[src/rtl/irq_agg_pkg.sv]
`timescale 1ns/1ps
package irq_agg_pkg;
   // word indices of the register map (byte offset = index * 4)
   localparam int unsigned IDX_ADDR_LO = 0;
   localparam int unsigned IDX_ADDR_HI = 1;
   localparam int unsigned IDX_STATUS  = 3;
   localparam int unsigned IDX_ENSET   = 5;
   localparam int unsigned IDX_CLR     = 7;

   // status bit positions
   localparam int unsigned SRC_DEV     = 0;
   localparam int unsigned SRC_MEMERR  = 1;
   localparam int unsigned NUM_SRC     = 2;

   typedef struct packed {
      logic wr_enset;
      logic wr_clr;
   } wr_decode_t;
endpackage

[src/rtl/irq_src_latch.sv]
`timescale 1ns/1ps
module irq_src_latch #(
   parameter int unsigned N = 2
) (
   input  logic         clk,
   input  logic         rst_n,
   input  logic [N-1:0] evt,
   input  logic [N-1:0] clr,
   output logic [N-1:0] sts
);
   for (genvar i = 0; i < N; i++) begin : g_bit
      logic q;
      always_ff @(posedge clk or negedge rst_n) begin
         if (!rst_n)      q <= 1'b0;
         else if (evt[i]) q <= 1'b1;   // event has priority over clear
         else if (clr[i]) q <= 1'b0;
      end
      assign sts[i] = q;


      evt_sets_chk: assert property (@(posedge clk) disable iff (!rst_n)
         evt[i] |=> sts[i]);

      clr_drops_chk: assert property (@(posedge clk) disable iff (!rst_n)
         (clr[i] && !evt[i]) |=> !sts[i]);

      evt_beats_clr_chk: assert property (@(posedge clk) disable iff (!rst_n)
         (clr[i] && evt[i]) |=> sts[i]);

      hold_chk: assert property (@(posedge clk) disable iff (!rst_n)
         (!clr[i] && !evt[i]) |=> $stable(sts[i]));
   end
endmodule

[src/rtl/irq_en_mask.sv]
`timescale 1ns/1ps
module irq_en_mask #(
   parameter int unsigned N = 2
) (
   input  logic         clk,
   input  logic         rst_n,
   input  logic         set_wr,
   input  logic [N-1:0] set_bits,
   output logic [N-1:0] en
);
   logic [N-1:0] en_q;

   always_ff @(posedge clk or negedge rst_n) begin
      if (!rst_n)      en_q <= '0;
      else if (set_wr) en_q <= en_q | set_bits;
   end
   assign en = en_q;

   for (genvar i = 0; i < N; i++) begin : g_chk

      en_sticky_chk: assert property (@(posedge clk) disable iff (!rst_n)
         en[i] |=> en[i]);

      en_set_chk: assert property (@(posedge clk) disable iff (!rst_n)
         (set_wr && set_bits[i]) |=> en[i]);
   end
endmodule

[src/rtl/irq_err_capture.sv]
`timescale 1ns/1ps
module irq_err_capture #(
   parameter int unsigned AW = 64
) (
   input  logic          clk,
   input  logic          rst_n,
   input  logic          err_evt,
   input  logic [AW-1:0] err_addr_in,
   input  logic          err_pending,
   input  logic          err_clr,
   output logic [AW-1:0] err_addr
);
   logic          take;
   logic [AW-1:0] addr_q;

   assign take = err_evt && (!err_pending || err_clr);

   always_ff @(posedge clk or negedge rst_n) begin
      if (!rst_n)    addr_q <= '0;
      else if (take) addr_q <= err_addr_in;
   end
   assign err_addr = addr_q;


   err_hold_chk: assert property (@(posedge clk) disable iff (!rst_n)
      (err_pending && !err_clr) |=> $stable(err_addr));

   err_load_chk: assert property (@(posedge clk) disable iff (!rst_n)
      (err_evt && !err_pending) |=> (err_addr == $past(err_addr_in)));
endmodule

[src/rtl/irq_agg_regs.sv]
`timescale 1ns/1ps
module irq_agg_regs
   import irq_agg_pkg::*;
#(
   parameter int unsigned ADDR_W     = 8,
   parameter int unsigned DATA_W     = 32,
   parameter int unsigned ERR_ADDR_W = 64
) (
   input  logic                  clk,
   input  logic                  rst_n,
   input  logic                  reg_wr,
   input  logic [ADDR_W-1:0]     reg_addr,
   input  logic [DATA_W-1:0]     reg_wdata,
   output logic [DATA_W-1:0]     reg_rdata,
   input  logic                  dev_evt,
   input  logic                  mem_err_evt,
   input  logic [ERR_ADDR_W-1:0] mem_err_addr,
   output logic                  irq_out
);
   localparam int unsigned IDX_W = ADDR_W - 2;

   // elaboration-time parameter checks
   if (ADDR_W < 5) begin : g_bad_aw
      $error("ADDR_W must cover word index 7");
   end
   if (ERR_ADDR_W != 2 * DATA_W) begin : g_bad_ew
      $error("ERR_ADDR_W must be two data words");
   end
   if (DATA_W < NUM_SRC) begin : g_bad_dw
      $error("DATA_W too narrow for status");
   end

   logic [IDX_W-1:0]      idx;
   wr_decode_t            wdec;
   logic [NUM_SRC-1:0]    evt, clr, sts, en;
   logic [ERR_ADDR_W-1:0] cap_addr;

   assign idx          = reg_addr[ADDR_W-1:2];
   assign wdec.wr_enset = reg_wr && (idx == IDX_W'(IDX_ENSET));
   assign wdec.wr_clr   = reg_wr && (idx == IDX_W'(IDX_CLR));

   assign evt[SRC_DEV]    = dev_evt;
   assign evt[SRC_MEMERR] = mem_err_evt;
   assign clr = wdec.wr_clr ? reg_wdata[NUM_SRC-1:0] : '0;

   irq_src_latch #(.N(NUM_SRC)) u_src (
      .clk   (clk),
      .rst_n (rst_n),
      .evt   (evt),
      .clr   (clr),
      .sts   (sts)
   );

   irq_en_mask #(.N(NUM_SRC)) u_en (
      .clk      (clk),
      .rst_n    (rst_n),
      .set_wr   (wdec.wr_enset),
      .set_bits (reg_wdata[NUM_SRC-1:0]),
      .en       (en)
   );

   irq_err_capture #(.AW(ERR_ADDR_W)) u_cap (
      .clk         (clk),
      .rst_n       (rst_n),
      .err_evt     (mem_err_evt),
      .err_addr_in (mem_err_addr),
      .err_pending (sts[SRC_MEMERR]),
      .err_clr     (clr[SRC_MEMERR]),
      .err_addr    (cap_addr)
   );

   // read mux
   always_comb begin
      reg_rdata = '0;
      if (idx == IDX_W'(IDX_ADDR_LO))      reg_rdata = cap_addr[DATA_W-1:0];
      else if (idx == IDX_W'(IDX_ADDR_HI)) reg_rdata = cap_addr[ERR_ADDR_W-1:DATA_W];
      else if (idx == IDX_W'(IDX_STATUS))  reg_rdata[NUM_SRC-1:0] = sts;
      else if (idx == IDX_W'(IDX_ENSET))   reg_rdata[NUM_SRC-1:0] = en;
   end

   assign irq_out = |(sts & en);


   irq_quiet_chk: assert property (@(posedge clk) disable iff (!rst_n)
      (sts == '0 || en == '0) |-> !irq_out);

   irq_dev_chk: assert property (@(posedge clk) disable iff (!rst_n)
      (dev_evt && en[SRC_DEV]) |=> irq_out);
endmodule

[config.mk]
export PLATFORM = sky130hd
export DESIGN_NAME = irq_agg_regs
export DESIGN_NICKNAME = d
export VERILOG_FILES = /design/src/rtl/irq_agg_pkg.sv /design/src/rtl/irq_src_latch.sv /design/src/rtl/irq_en_mask.sv /design/src/rtl/irq_err_capture.sv /design/src/rtl/irq_agg_regs.sv
export SDC_FILE = /design/constraint.sdc
export NUM_CORES = 1
export LEC_CHECK = 0
export ABC_AREA = 1
export ABC_CLOCK_PERIOD_IN_PS = 1640
export BUFFER_PORTS_ARGS = -buffer_cell sky130_fd_sc_hd__clkbuf_2
export CORE_MARGIN = 2
export CORE_UTILIZATION = 45
export DETAILED_ROUTE_END_ITERATION = 16
export HOLD_SLACK_MARGIN = 0.02
export PLACE_DENSITY_LB_ADDON = 0.2
export SKIP_LAST_GASP = 1
export SLEW_MARGIN = 5
export SYNTH_ARGS = -nofsm -noshare
export SYNTH_HDL_FRONTEND = slang
export SYNTH_HIERARCHICAL = 1
export SYNTH_SLANG_ARGS = --single-unit
export TNS_END_PERCENT = 50
[constraint.sdc]
create_clock -name clk -period 1.64 [get_ports clk]
set_clock_uncertainty 0.1 [all_clocks]
set_input_delay 0.164 -clock clk [delete_from_list [all_inputs] [get_ports clk]]
set_output_delay 0.164 -clock clk [all_outputs]
set_load 0.1 [all_outputs]
==> results.md <==
- Status: completed
- CTS max path bufs: 2
- Global-route wire length before repair: 16500 µm
- Core ar.: 7770 µm²
- Fin crit period: 1.54 ns
- Final Hold Viols: 0
- Worst Max-Slew Pin Slew: 0.505 ns
- Type of the most critical hold path: in -> reg
- Die Wd: 93.6 µm
- Synth Warn #: 6
- Top-level I/O count: 142
- Sequential power share: 0.484
- Mapped Nets: 536
- Number of synthesized register bits: 68
- Total number of vias: 3374
- Antenna Cells: 0
- DRT Wirelength: 9820 µm
- Hpwl dp: 6180 µm
- CTS tree: built
- Reg clk slew, reported paths: 0.07 ns
- Mapped Cells: 427
- Grt ovf: 0
- Setup bufs post-CTS: 0
- WL/cell: 13.9 µm
- Port bufs: 109
- Comb pwr share: 0.204
- Synth Area per Inst: 8.46 µm²
- Unique masters post-synth: 16
- Sw frac: 0.278
- Layout cells sized above 1: 0.289
- Critical Path RT: 1.38 ns
- Pre-Repair DR Iteration Count: 4
- Max Clk Rate: 651 MHz
- Full die area: 8760 µm²
- Max Cap Viol: 0
- Crit path launch type: input port
- Initial Util: 0.465
- Crit path max fanout: 30
- Seq/Total Area, Yosys: 0.471
- RSZ-0062 raised after global routing: false
- Clk Latency, worst-skew pair: 0.32 ns
- Mapped Area: 3610 µm²
- GRT Total Usage: 0.241
- Die height: 93.6 µm
- Fin crit share: 0.937
- Final ANT Viol Nets: 0
- Slew Viols, Final: 0
- Slew margin rel.: 0.663
- P_sw: 1.21 mW
- CP Capture Type: output pin
- Power share of the clock group: 0.312
- Initial antenna violation count: 0
- Routability cong.: 0.767
- VDD IR-drop max: 0.469 mV
- CP Class: in -> out
- Vias per cell: 4.77
- Vias in the first global route: 3530
- Hold slack: 0.136 ns
- Area grow syn2layout: 55.5%
- Pleak: 2.88 nW
- Fin Setup TNS: 0 ns
- Finished Core Util: 0.723
- Nets@finish: 712
- Commonest non-fill, non-tap cell in the layout: nand2_1
- Root Driver: clkbuf_8
- DRC viols: 0
- Tot Pwr: 4.33 mW
- Number of core rows: 32
- Commonest cells after routing, fill and taps aside: 139 x nand2_1, 75 x clkbuf_2, 74 x inv_1
- P_int: 3.13 mW
- Largest net degree at the start of global routing: 46
- Clk sinks: 68
- Crit path arrival time: 1.27 ns
- Num CTS Buffers: 9
- CTS H-tree lvls: 3
- DRT iter0 DRCs: 157
- Setup-failing EPs final: 0
- Cell area power density: 772 nW/µm²
final timing paths:
| check | cells after the start | endpoint | start | slack (ns) |
|---|---|---|---|---|
| setup reg to reg | 5 | u_cap/err_addr[43] | u_src/g_bit[1].q | 0.44 |
| hold reg to reg | 2 | u_cap/err_addr[35] | u_cap/err_addr[35] | 0.37 |
| setup / recovery | 6 | reg_rdata[26] | reg_addr[3] | 0.10 |
| max in group asynchronous | 3 | u_cap/err_addr[49] | rst_n | 0.73 |
| min in group asynchronous | 2 | u_cap/err_addr[4] | rst_n | 0.23 |
| hold / removal | 4 | u_en/en[1] | reg_wr | 0.14 |
routing by layer:
metal	up-vias	global-route usage	part of all wire
met2	95	0.417	0.50
met4	0	0.0713	0.011
li1	1690	-	-
met3	7	0.0475	0.048
met5	-	0	0
met1	1582	0.308	0.44
cell usage after synthesis:
master / instances / area, µm²
a22o_1: 1 / 8.76
and3_1: 1 / 6.26
buf_2: 10 / 50.1
buf_4: 2 / 15.0
buf_6: 9 / 101
clkbuf_8: 7 / 96.3
dfrtp_1: 68 / 1700
inv_1: 74 / 278
nand2_1: 140 / 526
nand2_2: 1 / 6.26
nand3_1: 68 / 340
nand3_2: 1 / 10.0
nand4_1: 8 / 50.1
nor2_1: 4 / 15.0
nor2_4: 3 / 33.8
o22ai_2: 30 / 375
power groups by stage:
stage,Clock [mW],Combinational [mW],Sequential [mW]
2_1_floorplan,0,0.501,2.09
3_3_place_gp,0,0.727,2.11
3_5_place_dp,0,0.758,2.12
4_1_cts,1.38,0.885,2.10
5_1_grt,1.46,0.997,2.14
6_report,1.35,0.885,2.10
cell families after synthesis:
logic type | after synthesis | share of synthesized area
compound gates | 31 | 0.106
flops | 68 | 0.471
simple gates | 226 | 0.273
buf+inv | 102 | 0.150
state kept, by name, indices dropped and copies added, names as in the netlist:
register        cells
u_cap/err_addr     64
u_src/g_bit.q       2
u_en/en             2
layout make-up:
class                           instances  area, µm²
Clock inverter                          2       35.0
Timing Repair Buffer                  193       1940
Multi-Input combinational cell        257       1380
Sequential cell                        68       1700
Clock buffer                           12        155
Fill cell                             580       2150
Tap cell                              102        128
Inverter                               74        278
stage by stage:
stage,instances,setup slack [ns],instance area [µm²]
after floorplan,427,-0.111,3610
after global placement,626,0.0492,4740
final,708,0.103,5620
after global routing,708,0.0124,5620
after detailed placement,626,0.00702,4740
after CTS,708,0.0892,5620
critical path, cell delays in order:
cell      delay, ns
clkbuf_2       0.11
nor2_1         0.20
nand3_2        0.12
buf_12         0.19
o22ai_2        0.24
buf_12         0.21
repair_timing:
action / in CTS / in global routing
endpoints found under the setup margin: 1 / 0
hold buffers: 68 / 0
hold endpoints to repair: 83 / 0
resized for setup: 1 / 0
No activity file was read; power rests on OpenSTA's default activity.
